--- src/rtl/dp_arb_pkg.sv ---
package dp_arb_pkg;
  typedef enum logic [1:0] {
    OWN_NONE  = 2'd0,
    OWN_LEFT  = 2'd1,
    OWN_RIGHT = 2'd2
  } owner_e;

  localparam int NPORT = 2;
  localparam int LEFT  = 0;
  localparam int RIGHT = 1;
endpackage

--- src/rtl/dp_arb_track.sv ---
// Flags an access whose enable and address were already present at the previous edge.
module dp_arb_track #(
  parameter int ADDR_W = 13
) (
  input  logic              clk_i,
  input  logic              rst_ni,
  input  logic              ce_i,
  input  logic [ADDR_W-1:0] addr_i,
  output logic              held_o
);
  logic              ce_q;
  logic [ADDR_W-1:0] addr_q;

  always_ff @(posedge clk_i or negedge rst_ni) begin
    if (!rst_ni) begin
      ce_q   <= 1'b0;
      addr_q <= '0;
    end else begin
      ce_q   <= ce_i;
      addr_q <= addr_i;
    end
  end

  assign held_o = ce_i & ce_q & (addr_q == addr_i);
endmodule

--- src/rtl/dp_arb_core.sv ---
module dp_arb_core
  import dp_arb_pkg::*;
(
  input  logic clk_i,
  input  logic rst_ni,
  input  logic master_i,
  input  logic match_i,
  input  logic l_held_i,
  input  logic r_held_i,
  output logic l_busy_no,
  output logic r_busy_no
);
  owner_e owner_q, owner_d;

  always_comb begin
    owner_d = owner_q;
    if (!master_i || !match_i) begin
      owner_d = OWN_NONE;
    end else if (owner_q == OWN_NONE) begin
      // earlier established access wins; tie goes left
      if (r_held_i && !l_held_i) owner_d = OWN_RIGHT;
      else                       owner_d = OWN_LEFT;
    end
  end

  always_ff @(posedge clk_i or negedge rst_ni) begin
    if (!rst_ni) owner_q <= OWN_NONE;
    else         owner_q <= owner_d;
  end

  assign l_busy_no = (owner_q != OWN_RIGHT);
  assign r_busy_no = (owner_q != OWN_LEFT);


  busy_needs_match_chk: assert property (@(posedge clk_i) disable iff (!rst_ni)
    (!l_busy_no || !r_busy_no) |-> $past(match_i && master_i));


  busy_one_side_chk: assert property (@(posedge clk_i) disable iff (!rst_ni)
    (l_busy_no || r_busy_no));


  busy_release_chk: assert property (@(posedge clk_i) disable iff (!rst_ni)
    !match_i |=> (l_busy_no && r_busy_no));


  owner_hold_chk: assert property (@(posedge clk_i) disable iff (!rst_ni)
    $past(master_i && match_i && owner_q != OWN_NONE) |-> (owner_q == $past(owner_q)));
endmodule

--- src/rtl/dp_arb_gate.sv ---
// Per-port busy select and write permit.
module dp_arb_gate (
  input  logic clk_i,
  input  logic rst_ni,
  input  logic master_i,
  input  logic we_i,
  input  logic arb_busy_ni,
  input  logic ext_busy_ni,
  output logic busy_no,
  output logic wr_ok_o
);
  logic ext_q;

  always_ff @(posedge clk_i or negedge rst_ni) begin
    if (!rst_ni) ext_q <= 1'b1;
    else         ext_q <= ext_busy_ni;
  end

  assign busy_no = master_i ? arb_busy_ni : ext_busy_ni;
  // slave: busy must read inactive at this and the previous edge
  assign wr_ok_o = we_i & (master_i ? arb_busy_ni : (ext_busy_ni & ext_q));


  loser_no_write_chk: assert property (@(posedge clk_i) disable iff (!rst_ni)
    (master_i && !busy_no) |-> !wr_ok_o);


  slave_settle_chk: assert property (@(posedge clk_i) disable iff (!rst_ni)
    (!master_i && $past(!ext_busy_ni)) |-> !wr_ok_o);
endmodule

--- src/rtl/dp_busy_arb.sv ---
module dp_busy_arb
  import dp_arb_pkg::*;
#(
  parameter int ADDR_W = 13
) (
  input  logic              clk_i,
  input  logic              rst_ni,
  input  logic              master_i,
  input  logic              l_ce_i,
  input  logic [ADDR_W-1:0] l_addr_i,
  input  logic              l_we_i,
  input  logic              r_ce_i,
  input  logic [ADDR_W-1:0] r_addr_i,
  input  logic              r_we_i,
  input  logic              l_busy_ni,
  input  logic              r_busy_ni,
  output logic              l_busy_no,
  output logic              r_busy_no,
  output logic              l_wr_ok_o,
  output logic              r_wr_ok_o
);
  logic [NPORT-1:0]  ce_v, we_v, ext_v, held_v, arb_bn, bn_v, ok_v;
  logic [ADDR_W-1:0] addr_v [NPORT];
  logic              match;

  assign ce_v          = {r_ce_i, l_ce_i};
  assign we_v          = {r_we_i, l_we_i};
  assign ext_v         = {r_busy_ni, l_busy_ni};
  assign addr_v[LEFT]  = l_addr_i;
  assign addr_v[RIGHT] = r_addr_i;

  assign match = ce_v[LEFT] & ce_v[RIGHT] & (addr_v[LEFT] == addr_v[RIGHT]);

  for (genvar p = 0; p < NPORT; p++) begin : g_port
    dp_arb_track #(.ADDR_W(ADDR_W)) u_track (
      .clk_i  (clk_i),
      .rst_ni (rst_ni),
      .ce_i   (ce_v[p]),
      .addr_i (addr_v[p]),
      .held_o (held_v[p])
    );

    dp_arb_gate u_gate (
      .clk_i       (clk_i),
      .rst_ni      (rst_ni),
      .master_i    (master_i),
      .we_i        (we_v[p]),
      .arb_busy_ni (arb_bn[p]),
      .ext_busy_ni (ext_v[p]),
      .busy_no     (bn_v[p]),
      .wr_ok_o     (ok_v[p])
    );
  end

  dp_arb_core u_core (
    .clk_i     (clk_i),
    .rst_ni    (rst_ni),
    .master_i  (master_i),
    .match_i   (match),
    .l_held_i  (held_v[LEFT]),
    .r_held_i  (held_v[RIGHT]),
    .l_busy_no (arb_bn[LEFT]),
    .r_busy_no (arb_bn[RIGHT])
  );

  assign l_busy_no = bn_v[LEFT];
  assign r_busy_no = bn_v[RIGHT];
  assign l_wr_ok_o = ok_v[LEFT];
  assign r_wr_ok_o = ok_v[RIGHT];


  slave_follow_chk: assert property (@(posedge clk_i) disable iff (!rst_ni)
    !master_i |-> (l_busy_no == l_busy_ni && r_busy_no == r_busy_ni));


  reset_idle_chk: assert property (@(posedge clk_i) disable iff (!rst_ni)
    $rose(rst_ni) |-> (arb_bn == 2'b11));
endmodule

--- config.mk ---
export PLATFORM = sky130hd
export DESIGN_NAME = dp_busy_arb
export DESIGN_NICKNAME = d
export VERILOG_FILES = /design/src/rtl/dp_arb_pkg.sv /design/src/rtl/dp_arb_track.sv /design/src/rtl/dp_arb_core.sv /design/src/rtl/dp_arb_gate.sv /design/src/rtl/dp_busy_arb.sv
export SDC_FILE = /design/constraint.sdc
export NUM_CORES = 1
export LEC_CHECK = 0
export ABC_AREA = 1
export ABC_CLOCK_PERIOD_IN_PS = 2200
export BUFFER_PORTS_ARGS = -buffer_cell sky130_fd_sc_hd__buf_2
export CORE_MARGIN = 1.5
export CORE_UTILIZATION = 55
export CTS_BUF_LIST = sky130_fd_sc_hd__clkbuf_8
export CTS_CLUSTER_DIAMETER = 80
export DETAILED_ROUTE_END_ITERATION = 10
export GPL_TIMING_DRIVEN = 0
export PLACE_DENSITY = 0.82
export SLEW_MARGIN = 20
export SYNTH_ARGS = -nofsm -noshare
export SYNTH_HDL_FRONTEND = slang
export SYNTH_SLANG_ARGS = --single-unit
--- constraint.sdc ---
create_clock -name clk_i -period 2.2 [get_ports clk_i]
set_input_delay 0 -clock clk_i [delete_from_list [all_inputs] [get_ports clk_i]]
set_output_delay 0 -clock clk_i [all_outputs]
set_load 0.02 [all_outputs]
# Word-level counts from Yosys, hierarchy flattened
# Cells that the tools add are included.
dict set report totals {
  reg_bits 32
  in_bits 35
  output_inout_bits 4
  word_cells 36
}
dict set report op_classes {
  eq_ne 5
  muxes 7
  bitwise 10
  reduce_logical 7
}
# op n
set ops {}
lappend ops {{13-bit equality test} 3}
lappend ops {{1-bit bitwise AND} 10}
lappend ops {{2-bit two-way mux} 3}
lappend ops {{1-bit two-way mux} 4}
lappend ops {{1-bit logical NOT} 3}
lappend ops {{2-bit logical NOT} 1}
lappend ops {{2-bit by 1-bit inequality test with 1-bit output (second input constant)} 1}
lappend ops {{2-bit inequality test (second input constant)} 1}
lappend ops {{2-bit nonzero test} 1}
lappend ops {{1-bit logical AND} 1}
lappend ops {{1-bit logical OR} 1}

# Depth between registers and ports, before layout
# Gate-level depths: netlist of run 1.
dict set report logic_depth {
  depth_word 7
  depth_mapped 11
  depth_no_buf 11
}

# Modules after synthesis
# Synthesis of run 1 repeated with hierarchy kept, for this count alone.
dict set report hier_totals {
  hier_cells 272
  area_unflattened_um2 1747.9
}
# mod n_inst cells_each area_per_inst_um2 seq_area_each_um2
set by_module_without_submodules {}
lappend by_module_without_submodules {dp_arb_track 2 82 618.1 350.3}
lappend by_module_without_submodules {dp_busy_arb 1 68 267.8 0.0}
lappend by_module_without_submodules {dp_arb_gate 2 11 63.8 26.3}
lappend by_module_without_submodules {dp_arb_core 1 18 116.4 50.0}

# Worst setup path after synthesis of run 1
# No wires, ideal clock.
dict set report synth_timing {
  path_type {reg2reg}
  from {reg g_port[0].u_track.addr_q[12]}
  to {reg u_core.owner_q[0]}
  setup_ps 73
  arrival_ps 949
  t_required_ps 2127
  setup_slack_ps 1178
  path_stages_with_launch 10
  path_cell_list {dfrtp_1 nor2_1 nor2_1 nor2_1 nand2_1 nor2_1 nand2_1 nand2_1 nand2_1 a21oi_2}
}
dict set report synth_via {
  elab_chain_len 7
}
# element line
set synth_rtl {}
lappend synth_rtl {{start: declaration} dp_arb_track.sv:12} ;# logic [ADDR_W-1:0] addr_q;
lappend synth_rtl {{start signal: assignment} dp_arb_track.sv:20} ;# addr_q <= addr_i;
lappend synth_rtl {{13-bit equality test} dp_arb_track.sv:24} ;# assign held_o = ce_i & ce_q & (addr_q == addr_i);
lappend synth_rtl {{1-bit bitwise AND} dp_arb_track.sv:24}
lappend synth_rtl {{1-bit logical NOT} dp_arb_core.sv:21} ;# if (r_held_i && !l_held_i) owner_d = OWN_RIGHT;
lappend synth_rtl {{1-bit logical AND} dp_arb_core.sv:21}
lappend synth_rtl {{2-bit two-way mux} dp_arb_core.sv:21}
lappend synth_rtl {{2-bit two-way mux} dp_arb_core.sv:19} ;# end else if (owner_q == OWN_NONE) begin
lappend synth_rtl {{2-bit two-way mux} dp_arb_core.sv:17} ;# if (!master_i || !match_i) begin
lappend synth_rtl {{end signal: assignment} dp_arb_core.sv:28} ;# else owner_q <= owner_d;
lappend synth_rtl {{end: declaration} dp_arb_core.sv:13} ;# owner_e owner_q, owner_d;
# Every way passes these cells. The select of a mux whose other input is x is not followed.
# A chain may end at the register's enable or synchronous reset.

# Worst setup path after layout of run 1
dict set report layout_timing {
  from {in r_addr_i[11]}
  to {reg u_core.owner_q[0]}
}
dict set report layout_via {
  elab_chain_len 6
  elab_cells_between_ends 11
}
# element line
set layout_rtl {}
lappend layout_rtl {{start: declaration} dp_busy_arb.sv:13} ;# input logic [ADDR_W-1:0] r_addr_i,
lappend layout_rtl {{13-bit equality test} dp_arb_track.sv:24}
lappend layout_rtl {{1-bit bitwise AND} dp_arb_track.sv:24}
lappend layout_rtl {{1-bit logical AND} dp_arb_core.sv:21}
lappend layout_rtl {{2-bit two-way mux} dp_arb_core.sv:21}
lappend layout_rtl {{2-bit two-way mux} dp_arb_core.sv:19}
lappend layout_rtl {{2-bit two-way mux} dp_arb_core.sv:17}
# Parallel ways exist; a longest one is shown, timed or not. The select of a mux whose other input is x is not followed.

==> impl_results.rst, run 1 <==
.. list-table::
   :header-rows: 1

   * - Metric
     - Value
   * - Status
     - finished, final reports clean
   * - Most common cell after layout, fill and taps aside
     - nand2_1
   * - Main combinational cell family by area after synthesis
     - simple AND/OR/NAND/NOR gates
   * - Number of buffers added on ports
     - 38
   * - # nets final
     - 335
   * - Clock net sink count
     - 32
   * - Cell at the root of the clock tree
     - clkbuf_8
   * - Area of the die
     - 3230 sq um
   * - Final worst-path setup slack
     - 944 ps
   * - Max-cap violations
     - 0
   * - Final worst-path cycle share
     - 0.571
   * - Pre-antenna DRT Iters
     - 4
   * - Area after detailed placement
     - 1820 sq um
   * - Number of distinct library cell variants in the gate-level netlist after synthesis
     - 19
   * - Count of cells resized by post-cts repair
     - 0
   * - Adder-cell share of the synthesized area
     - 0
   * - Mux share of post-synthesis cell area
     - 0
   * - Site row count
     - 19
   * - Vias in the first global route
     - 1622
   * - Critical path startpoint category
     - input port
   * - Count of yosys warnings during synthesis
     - 0
   * - Clock H-tree levels
     - 2
   * - Total CTS buffers
     - 5
   * - Cells along the critical path
     - dlygate4sd3_1 -> buf_2 -> inv_1 -> a21oi_1 -> nand2_1 -> nor2_1 -> nand2_1 -> nor2_1 -> nand2_1 -> nand2_1 -> a21oi_2
   * - Crit path kind
     - input port to register
   * - Endpoints failing setup
     - 0
   * - Floorplan die height
     - 56.9 um
   * - Fmax achieved
     - 796 MHz
   * - CTS tree
     - yes
   * - Actual slew at the worst max-slew pin
     - 695 ps
   * - Synthesized-area fraction occupied by xor and xnor cells
     - 0.0165
   * - Number of synthesized register bits
     - 32
   * - GRT Util Overall
     - 0.271
   * - Crit-path max cell delay
     - 530 ps
   * - Antenna cells
     - 0
   * - Iter 0 DRT Violations
     - 69
   * - Cell count of the worst hold path
     - 7
   * - Relative max-transition margin
     - 0.537
   * - CP endpoint kind
     - register
   * - Portion of the post-synthesis area used by sequential elements
     - 0.504
   * - Critical hold path startpoint
     - master_i
   * - Antenna Nets Post-Route
     - 0
   * - Syn Area/Cell
     - 7.12 sq um
   * - Fraction of layout instances using a drive strength above 1
     - 0.179
   * - Max Slew Vio Count
     - 0
   * - Leading cell types in the layout, fill and taps excluded
     - 79 x nand2_1, 44 x inv_1, 38 x buf_2
   * - Pre-CTS setup slack
     - 1000 ps
   * - Share of synthesized cell area in and, or, nand and nor gates
     - 0.296
   * - Cell type with the highest occurrence count on the critical path
     - nand2_1
   * - Clock input transition at the sequential cells of the worst setup and hold paths
     - 60 ps
   * - Setup_tns
     - 0 ps
   * - Post-route clock skew
     - 2.80 ps
   * - Slowest-stage cell, CP
     - dlygate4sd3_1
   * - Synth Net Count
     - 259
   * - Overall overflow remaining after global route
     - 0
   * - Placer's final routability congestion estimate
     - 0.810
   * - Gate count after technology mapping
     - 224
   * - Maximum fanout encountered on the critical timing path
     - 3
   * - Number of top-level pins
     - 39
   * - Wire length of the first global-routing pass
     - 6600 um
   * - Clock latency reported for the late side of the worst-skew pair
     - 280 ps
   * - Final routed DRC violation total
     - 0
   * - Starting density of the core
     - 0.578
   * - Antenna violations before repair
     - 0
   * - Hold_ws
     - 262 ps
   * - Post-layout min period
     - 1260 ps
   * - Endpoint required time on the critical path
     - 2380 ps
   * - Fraction of the mapped netlist area in compound gates
     - 0.0659
   * - Largest vdd supply drop
     - 700 uV
   * - CTS max path bufs
     - 2
   * - Power density of the placed cells
     - 584 nW/um^2
   * - Per-cell routed wire length
     - 11.2 um
   * - Final instance area
     - 2220 sq um
   * - Crit path from
     - r_addr_i[11]
   * - Die Width
     - 56.9 um
   * - Count of final hold-check violations
     - 0
   * - Beginning of the worst register-to-register path
     - g_port[1].u_track.addr_q[11]
   * - Type of the worst min-delay path
     - input port to register
   * - Cell area after synthesis
     - 1600 sq um
   * - Vias per Instance
     - 4.70
   * - Layout Area Growth over Synthesis
     - 39.5%
   * - Depth of the worst register-to-register path
     - 8
   * - HPWL after detailed placement
     - 2540 um
   * - Leakage
     - 1.25 nW
   * - Wirelength, routed
     - 3730 um
   * - Core region area
     - 2760 sq um
   * - Endpoint arrival time on the critical path
     - 1430 ps
   * - DR vias
     - 1562
   * - Maximum number of pins on one net before global-route repair
     - 33
   * - RSZ-0062 raised after global routing
     - no
[through the flow]
step | cells | total power [W] | util
2_1_floorplan | 224 | 0.000729 | -
3_3_place_gp | 293 | 0.000809 | 0.662
3_5_place_dp | 293 | 0.000815 | 0.662
4_1_cts | 332 | 0.00131 | 0.807
5_1_grt | 332 | 0.00136 | 0.807
6_report | 332 | 0.00130 | 0.807
[synthesized netlist by cell type, drive strengths merged]
cell	instances	area (sq um)
a21oi	4	23.8
clkinv	2	7.51
dfrtp	30	751
dfstp	2	52.6
inv	48	180
nand2	79	297
nand3	6	30.0
nand4	1	6.26
nor2	32	123
nor3	1	5.00
o21ai	5	25.0
o22ai	9	56.3
or2	2	12.5
xor2	3	26.3
[power breakdown]
part	leakage, nW	switching (W)	total, W	internal [W]
Sequential	0.375	0.0000132	0.000631	0.000618
Combinational	0.820	0.000115	0.000218	0.000103
Clock	0.0538	0.000205	0.000451	0.000245
Total	1.25	0.000334	0.00130	0.000966
[cell families after synthesis]
kind of cell / count (synthesis)
AOI/OAI and AO/OA: 18
xor gates and xnor gates: 3
DFF: 32
buffers and inverters: 50
and+or+nand+nor: 121
[per-layer routing]
layer / wire, um / track usage
met3: 191 / 0.0737
met1: 1630 / 0.314
met4: 57 / 0.120
met2: 1850 / 0.467
met5: 0 / 0
[worst paths after layout]
path,end,slack (ps)
min,u_core.owner_q[0],260
min in group asynchronous,g_port[0].u_track.addr_q[8],300
max reg2reg,u_core.owner_q[0],970
max,u_core.owner_q[0],940
max in group asynchronous,g_port[0].u_track.ce_q,1460
min reg2reg,u_core.owner_q[0],580
[sequential cells by signal (all words and copies together), names as in the netlist]
signal,count
u_core.owner_q,2
g_port.u_track.ce_q,2
g_port.u_track.addr_q,26
g_port.u_gate.ext_q,2
[cell type report]
cell class / instances / area (sq um)
Fill cell: 195 / 533
Multi-Input combinational cell: 142 / 604
Inverter: 50 / 188
Tap cell: 31 / 38.8
Timing Repair Buffer: 69 / 500
Clock buffer: 6 / 82.6
Clock inverter: 2 / 7.51
Sequential cell: 32 / 803
[worst max-delay path, delay by kind of cell]
kind,cells,cell delay [ps]
AOI/OAI and AO/OA,2,210
and+or+nand+nor,6,510
buffers and inverters,3,720
[repair_timing]
item                      4_1_cts  5_1_grt
hold buffers                   31        0
hold endpoints to repair       60        0
setup buffers                   0        0
Note: power is estimated with default switching activity, not from simulation.
==> run 2: changes to the inputs <==
- ABC_CLOCK_PERIOD_IN_PS: 2200 -> 1300
- clock period: 2.2 -> 1.3 ns (I/O delays scaled with it)
==> run 2 against run 1 <==
- critical path depth grew 1
- die area is the same
- count of clock-buffer cells in the layout is the same
- sequential share of layout area shrank 0.30 points
- via count grew 0.32%
- routed wire length grew 0.40%
- worst hold slack gained 8.3 ps
- register-to-register slack lost 860 ps
- combinational power grew 72%
- global-route usage is the same
==> impl_results.rst, run 2 (synthesis gave the netlist of run 1 again) <==
.. list-table::
   :header-rows: 1

   * - Metric
     - Value
   * - Portion of total power attributed to combinational logic
     - 0.170 (was 0.168)
   * - Clock share of power
     - 0.345 (was 0.347)
   * - Die Width
     - 56.9 um (unchanged)
   * - Power Internal
     - 0.00164 W (was 0.000966 W)
   * - Maximum number of pins on one net before global-route repair
     - 33 (unchanged)
   * - Per-cell routed wire length
     - 11.3 um (was 11.2 um)
   * - Total CTS buffers
     - 5 (unchanged)
   * - Sequential share of power
     - 0.485 (was 0.486)
   * - Vias per Instance
     - 4.72 (was 4.70)
   * - Fraction of layout instances using a drive strength above 1
     - 0.203 (was 0.179)
   * - Iter 0 DRT Violations
     - 70 (was 69)
   * - Wirelength, routed
     - 3740 um (was 3730 um)
   * - Overall overflow remaining after global route
     - 0 (unchanged)
   * - Actual slew at the worst max-slew pin
     - 694 ps (was 695 ps)
   * - Maximum fanout encountered on the critical timing path
     - 4 (was 3)
   * - Power density of the placed cells
     - 983 nW/um^2 (was 584 nW/um^2)
   * - Starting density of the core
     - 0.578 (unchanged)
   * - Fill cell instance count of the final layout
     - 190 (was 195)
   * - Count of final hold-check violations
     - 0 (unchanged)
   * - Most flops, register
     - g_port.u_track.addr_q (unchanged)
   * - Post-layout min period
     - 1220 ps
   * - Number of buffers added on ports
     - 38 (unchanged)
   * - Clock net sink count
     - 32 (unchanged)
   * - CP endpoint kind
     - register (unchanged)
   * - Antenna Nets Post-Route
     - 0 (unchanged)
   * - Crit path kind
     - input port to register (unchanged)
   * - Vias in the first global route
     - 1622 (unchanged)
   * - DR vias
     - 1567 (was 1562)
   * - Type of the worst min-delay path
     - input port to register (unchanged)
   * - Beginning of the worst register-to-register path
     - g_port[1].u_track.addr_q[11] (unchanged)
   * - Relative max-transition margin
     - 0.537 (about the same)
   * - # nets final
     - 335 (unchanged)
   * - Antenna violations before repair
     - 0 (unchanged)
   * - Crit path from
     - r_addr_i[6] (was r_addr_i[11])
   * - Final worst-path cycle share
     - 0.941
   * - Largest vdd supply drop
     - 1180 uV (was 700 uV)
   * - End of the worst register-to-register path
     - u_core.owner_q[0] (unchanged)
   * - Endpoint arrival time on the critical path
     - 1400 ps (was 1430 ps)
   * - Endpoints failing setup
     - 0 (unchanged)
   * - Clock input transition at the sequential cells of the worst setup and hold paths
     - 60 ps (about the same)
   * - Max Slew Vio Count
     - 0 (unchanged)
   * - Critical Path Sink
     - u_core.owner_q[0] (unchanged)
   * - HPWL after detailed placement
     - 2540 um (unchanged)
   * - GRT Util Overall
     - 0.271 (unchanged)
   * - Wire length of the first global-routing pass
     - 6600 um (unchanged)
   * - Area of the die
     - 3230 sq um (unchanged)
   * - Most common cell after layout, fill and taps aside
     - nand2_1 (unchanged)
   * - Max FFs per register
     - 26 (unchanged)
   * - Critical path startpoint category
     - input port (unchanged)
   * - Leading cell types in the layout, fill and taps excluded
     - 77 x nand2_1, 43 x inv_1, 37 x buf_2 (was 79 x nand2_1, 44 x inv_1, 38 x buf_2)
   * - Max-cap violations
     - 0 (unchanged)
   * - Fmax achieved
     - 817 MHz
   * - CTS max path bufs
     - 2 (unchanged)
   * - Placer's final routability congestion estimate
     - 0.810 (unchanged)
   * - Pre-antenna DRT Iters
     - 4 (unchanged)
   * - Sequential cell area
     - 803 sq um (unchanged)
   * - Status
     - finished, final reports clean (unchanged)
   * - Site row count
     - 19 (unchanged)
   * - Reg2Reg Setup Slack
     - 110 ps (was 970 ps)
   * - Core region area
     - 2760 sq um (unchanged)
   * - Post-route clock skew
     - 2.61 ps (was 2.80 ps)
   * - Switching power
     - 0.000567 W (was 0.000334 W)
   * - Final routed DRC violation total
     - 0 (unchanged)
   * - Final instance area
     - 2240 sq um (was 2220 sq um)
   * - Area after detailed placement
     - 1820 sq um (unchanged)
   * - RSZ-0062 raised after global routing
     - yes (was no)
   * - Cell at the root of the clock tree
     - clkbuf_8 (unchanged)
   * - Pre-CTS setup slack
     - 100 ps (was 1000 ps)
   * - Floorplan die height
     - 56.9 um (unchanged)
   * - Layout Area Growth over Synthesis
     - 40.6% (was 39.5%)
   * - CTS tree
     - yes (unchanged)
   * - Final worst-path setup slack
     - 76.5 ps (was 944 ps)
   * - Depth of the worst register-to-register path
     - 8 (unchanged)
   * - Leakage
     - 1.25 nW (about the same)
   * - Clock H-tree levels
     - 2 (unchanged)
   * - Area taken by multi-input logic gates
     - 621 sq um (was 604 sq um)
   * - Number of top-level pins
     - 39 (unchanged)
   * - Antenna cells
     - 0 (unchanged)
   * - Clock latency reported for the late side of the worst-skew pair
     - 280 ps (about the same)
   * - Switch share
     - 0.257 (about the same)
   * - Endpoint required time on the critical path
     - 1480 ps (was 2380 ps)
   * - Final core area utilization
     - 0.814 (was 0.807)
## run 2: power groups by stage
stage | Clock (W) | Sequential [W] | Combinational, W
4_1_cts | 0.000778 | 0.00107 | 0.000367
3_3_place_gp | 0 | 0.00108 | 0.000287
5_1_grt | 0.000817 | 0.00107 | 0.000422
6_report | 0.000762 | 0.00107 | 0.000374
3_5_place_dp | 0 | 0.00109 | 0.000294
2_1_floorplan | 0 | 0.00108 | 0.000153
## run 2: how the worst min path moves through the flow
| stage | from | endpoint | depth (start not counted) |
|---|---|---|---|
| finish | master_i | u_core.owner_q[0] | 7 |
| global route | master_i | u_core.owner_q[0] | 7 |
| CTS | master_i | u_core.owner_q[0] | 7 |
| detailed placement | rst_ni | g_port[0].u_track.addr_q[8] | 1 |
| global placement | rst_ni | g_port[1].u_track.addr_q[6] | 1 |
| floorplan | rst_ni | g_port[0].u_track.addr_q[0] | 0 |
## run 2: layer usage
| layer | vias up | GRT usage | routed length [um] |
|---|---|---|---|
| met5 | - | 0 | 0 |
| met4 | 0 | 0.120 | 76 |
| met3 | 9 | 0.0737 | 196 |
| met2 | 45 | 0.467 | 1880 |
| met1 | 694 | 0.314 | 1600 |
| li1 | 819 | - | - |
## run 2: what timing repair did
action                     in CTS  in global routing
gates resized for setup         0                  9
hold buffers                   31                  0
setup endpoints to repair       0                  4
hold endpoints to repair       60                  0
buffers inserted                0                  0
## run 2: layout make-up
class                      instances  area share
clock buffer                       6      0.0368
clock inverter                     2     0.00335
inverter                          50      0.0837
multi-input combinational        142       0.277
sequential                        32       0.358
tap                               31      0.0173
timing repair buffer              69       0.224
## run 2: critical path: stages
cell and delay [ps]:
dlygate4sd3_1 540, buf_2 140, inv_1 80, nand2_1 50, nand2_1 50, nand2_1 50
nor2_2 130, nand2_1 60, nor2_1 110, nand2_2 70, nand2_1 70, a21oi_2 50
## run 2: through the flow
step / setup TNS, ps / total power [W] / hold slack (ps) / std cells
global placement: 0 / 0.00137 / 84.7 / 293
detailed placement: 0 / 0.00138 / 86.0 / 293
global route: -24.9 / 0.00231 / 320 / 332
CTS: 0 / 0.00221 / 263 / 332
finish: 0 / 0.00220 / 271 / 332
floorplan: 0 / 0.00123 / -296 / 224
==> run 3: changes to the inputs <==
- ABC_AREA: 1 -> unset
- CORE_ASPECT_RATIO: unset -> 1.2
- CORE_UTILIZATION: 55 -> 52
- PLACE_DENSITY: 0.82 -> 0.8
==> run 3 against run 2 <==
- the run now ends with negative setup slack left
- worst hold slack got worse by 140 ps
- sequential cell count unchanged
- highest routed layer unchanged
- via count decreased by 33%
- first-iteration DRC count decreased by 63%
- largest power group unchanged
- largest cell class unchanged
==> impl_results.rst, run 3 <==
.. list-table::
   :header-rows: 1

   * - Metric
     - Value
   * - Vias in the first global route
     - 1129 (was 1622)
   * - Power density of the placed cells
     - 1110 nW/um^2 (was 983 nW/um^2)
   * - Endpoints failing setup
     - 2 (was 0)
   * - Placer's final routability congestion estimate
     - 0.735 (was 0.810)
   * - DR vias
     - 1057 (was 1567)
   * - CP endpoint kind
     - register (unchanged)
   * - Core region area
     - 2350 sq um (was 2760 sq um)
   * - Adder-cell share of the synthesized area
     - 0 (unchanged)
   * - Post-synthesis cell type with the largest combined area
     - dfrtp_1 (unchanged)
   * - Clock net sink count
     - 32 (unchanged)
   * - Final worst-path setup slack
     - -534 ps (was 76.5 ps)
   * - Post-layout min period
     - 1830 ps (was 1220 ps)
   * - Area of the die
     - 2850 sq um (was 3230 sq um)
   * - Pre-antenna DRT Iters
     - 4 (unchanged)
   * - Antenna violations before repair
     - 0 (unchanged)
   * - Cell at the root of the clock tree
     - clkbuf_8 (unchanged)
   * - Portion of the post-synthesis area used by sequential elements
     - 0.609 (was 0.504)
   * - Relative max-transition margin
     - 0.535 (was 0.537)
   * - Leakage
     - 0.872 nW (was 1.25 nW)
   * - Most frequent cell after synthesis
     - xnor2_1 (was nand2_1)
   * - Setup_tns
     - -995 ps (was 0 ps)
   * - Count of yosys warnings during synthesis
     - 0 (unchanged)
   * - Crit path kind
     - register to register (was input port to register)
   * - RSZ-0062 raised after global routing
     - yes (unchanged)
   * - Max-cap violations
     - 0 (unchanged)
   * - Wire length of the first global-routing pass
     - 5060 um (was 6600 um)
   * - Syn Area/Cell
     - 13.2 sq um (was 7.12 sq um)
   * - Clock latency reported for the late side of the worst-skew pair
     - 280 ps (about the same)
   * - Post-route clock skew
     - 6.02 ps (was 2.61 ps)
   * - Antenna cells
     - 0 (unchanged)
   * - Endpoint arrival time on the critical path
     - 2000 ps (was 1400 ps)
   * - Per-cell routed wire length
     - 16.5 um (was 11.3 um)
   * - CTS tree
     - yes (unchanged)
   * - Ranking of synthesized cells by area
     - dfrtp_1 57%, xnor2_1 21%, xor2_1 5.3% (was dfrtp_1 47%, nand2_1 19%, inv_1 9.9%)
   * - Final worst-path cycle share
     - 1.41 (was 0.941)
   * - Actual slew at the worst max-slew pin
     - 698 ps (was 694 ps)
   * - Gate count after technology mapping
     - 100 (was 224)
   * - Most flops, register
     - g_port.u_track.addr_q (unchanged)
   * - Max Slew Vio Count
     - 0 (unchanged)
   * - Floorplan die height
     - 58.2 um (was 56.9 um)
   * - CTS max path bufs
     - 2 (unchanged)
   * - Largest vdd supply drop
     - 1130 uV (was 1180 uV)
   * - Number of synthesized register bits
     - 32 (unchanged)
   * - Ys async rst share
     - 1.00 (unchanged)
   * - Layout Area Growth over Synthesis
     - 49.8% (was 40.6%)
   * - Post-CTS setup-driven buffer insertion count
     - 0 (unchanged)
   * - Synthesized-area fraction occupied by xor and xnor cells
     - 0.259 (was 0.0165)
   * - Clock H-tree levels
     - 2 (unchanged)
   * - Synth Net Count
     - 135 (was 259)
   * - Number of distinct library cell variants in the gate-level netlist after synthesis
     - 18 (was 19)
   * - Number of buffers added on ports
     - 38 (unchanged)
   * - Most common cell after layout, fill and taps aside
     - buf_2 (was nand2_1)
   * - Vias per Instance
     - 5.08 (was 4.72)
   * - Fraction of the mapped netlist area in compound gates
     - 0.0380 (was 0.0659)
   * - Final core area utilization
     - 0.839 (was 0.814)
   * - Post-synth top area share
     - 0.569 (was 0.471)
   * - Max FFs per register
     - 26 (unchanged)
   * - Maximum fanout encountered on the critical timing path
     - 2 (was 4)
   * - Die Width
     - 49.0 um (was 56.9 um)
   * - Wirelength, routed
     - 3440 um (was 3740 um)
   * - Site row count
     - 19 (unchanged)
   * - Status
     - finished, violations left (was finished, final reports clean)
   * - Type of the worst min-delay path
     - input port to register (unchanged)
   * - Cell area after synthesis
     - 1320 sq um (was 1600 sq um)
   * - Share of synthesized cell area in and, or, nand and nor gates
     - 0.0882 (was 0.296)
   * - Overall overflow remaining after global route
     - 0 (unchanged)
   * - Iter 0 DRT Violations
     - 26 (was 70)
   * - Fmax achieved
     - 545 MHz (was 817 MHz)
   * - # nets final
     - 211 (was 335)
   * - Count of final hold-check violations
     - 0 (unchanged)
   * - Most instantiated flip-flop cell in the synthesis netlist
     - dfrtp_1 (unchanged)
   * - Endpoint required time on the critical path
     - 1470 ps (was 1480 ps)
   * - Clock input transition at the sequential cells of the worst setup and hold paths
     - 70 ps (was 60 ps)
   * - Failing checks
     - negative setup slack
   * - Maximum number of pins on one net before global-route repair
     - 33 (unchanged)
   * - Final routed DRC violation total
     - 0 (unchanged)
   * - Antenna Nets Post-Route
     - 0 (unchanged)
   * - Starting density of the core
     - 0.560 (was 0.578)
   * - GRT Util Overall
     - 0.251 (was 0.271)
   * - Mux share of post-synthesis cell area
     - 0 (unchanged)
   * - Leading cell types in the layout, fill and taps excluded
     - 37 x buf_2, 31 x dlygate4sd3_1, 30 x dfrtp_1 (was 77 x nand2_1, 43 x inv_1, 37 x buf_2)
   * - Count of flip-flops with a built-in enable after synthesis
     - 0 (unchanged)
   * - Main combinational cell family by area after synthesis
     - XOR/XNOR gates (was simple AND/OR/NAND/NOR gates)
   * - HPWL after detailed placement
     - 1740 um (was 2540 um)
   * - Critical path startpoint category
     - register (was input port)
   * - Total CTS buffers
     - 5 (unchanged)
   * - Number of top-level pins
     - 39 (unchanged)
   * - Pre-CTS setup slack
     - -330 ps (was 100 ps)
   * - Fraction of layout instances using a drive strength above 1
     - 0.288 (was 0.203)
   * - Commonest cells post-synth
     - 31 x xnor2_1, 30 x dfrtp_1, 8 x nand4_1, 8 x xor2_1 (was 79 x nand2_1, 42 x inv_1, 31 x nor2_1, 30 x dfrtp_1, 9 x o22ai_1)
-- run 3: cell count changes after synthesis, moves of 4 or more --
cell / delta
inv_1: -40
inv_2: -6
nand2_1: -78
nand3_1: -4
nand4_1: +7
nor2_1: -28
o22ai_1: -9
xnor2_1: +31
xor2_1: +5
-- run 3: final timing paths --
check	slack, ps	cells after the start	to	start
worst max-delay path	-530	5	u_core.owner_q[1]	g_port[0].u_track.addr_q[1]
worst min-delay path	130	4	u_core.owner_q[0]	l_ce_i
worst max register to register	-530	5	u_core.owner_q[1]	g_port[0].u_track.addr_q[1]
worst min register to register	610	2	u_core.owner_q[0]	u_core.owner_q[0]
max in group asynchronous	540	2	g_port[1].u_track.addr_q[2]	rst_ni
min in group asynchronous	300	2	g_port[0].u_track.addr_q[1]	rst_ni
-- run 3: cell type report --
type	instances	area [sq um]
Tap cell	31	38.8
Clock buffer	6	82.6
Sequential cell	32	803
Clock inverter	2	7.51
Timing Repair Buffer	69	503
Fill cell	118	378
Inverter	2	7.51
Multi-Input combinational cell	66	533
-- run 3: cell families (layout without fill, tap and decap cells) --
logic type,after synthesis,after routing
compound gates,7,7
simple gates,20,20
xor+xnor,39,39
flops,32,32
buf+inv,2,79
-- run 3: per-stage QoR --
stage / power, W / instances / area [sq um] / hold WS [ps]
2_1_floorplan: 0.00121 / 100 / 1320 / -296
3_3_place_gp: 0.00133 / 169 / 1550 / 61.2
3_5_place_dp: 0.00134 / 169 / 1550 / 75.4
4_1_cts: 0.00216 / 207 / 1940 / -128
5_1_grt: 0.00227 / 208 / 1980 / 151
6_report: 0.00219 / 208 / 1980 / 127
-- run 3: per-layer routing --
metal  up-vias  part of all wire  GRT usage
li1        493                 -          -
met2        41              0.56      0.432
met5         -                 0          0
met1       517              0.38      0.279
met3         6             0.052     0.0928
met4         0             0.015      0.114
-- run 3: repair_timing --
item,in CTS,in global routing
pin swaps,2,0
gates resized for setup,0,7
endpoints found under the setup margin,3,4
hold endpoints to repair,60,1
hold buffers,30,1
-- run 3: power breakdown --
part	total, W	switching [W]	internal (W)
Clock	0.000760	0.000344	0.000415
Combinational	0.000357	0.000165	0.000192
Sequential	0.00107	0.0000253	0.00105
Total	0.00219	0.000534	0.00165
-- run 3: critical path, cell delays in order, from the launching register on --
cell,delay [ps]
dfrtp_1,380
xnor2_1,260
nand4_1,180
or4_1,540
a41o_1,210
nor3b_1,150
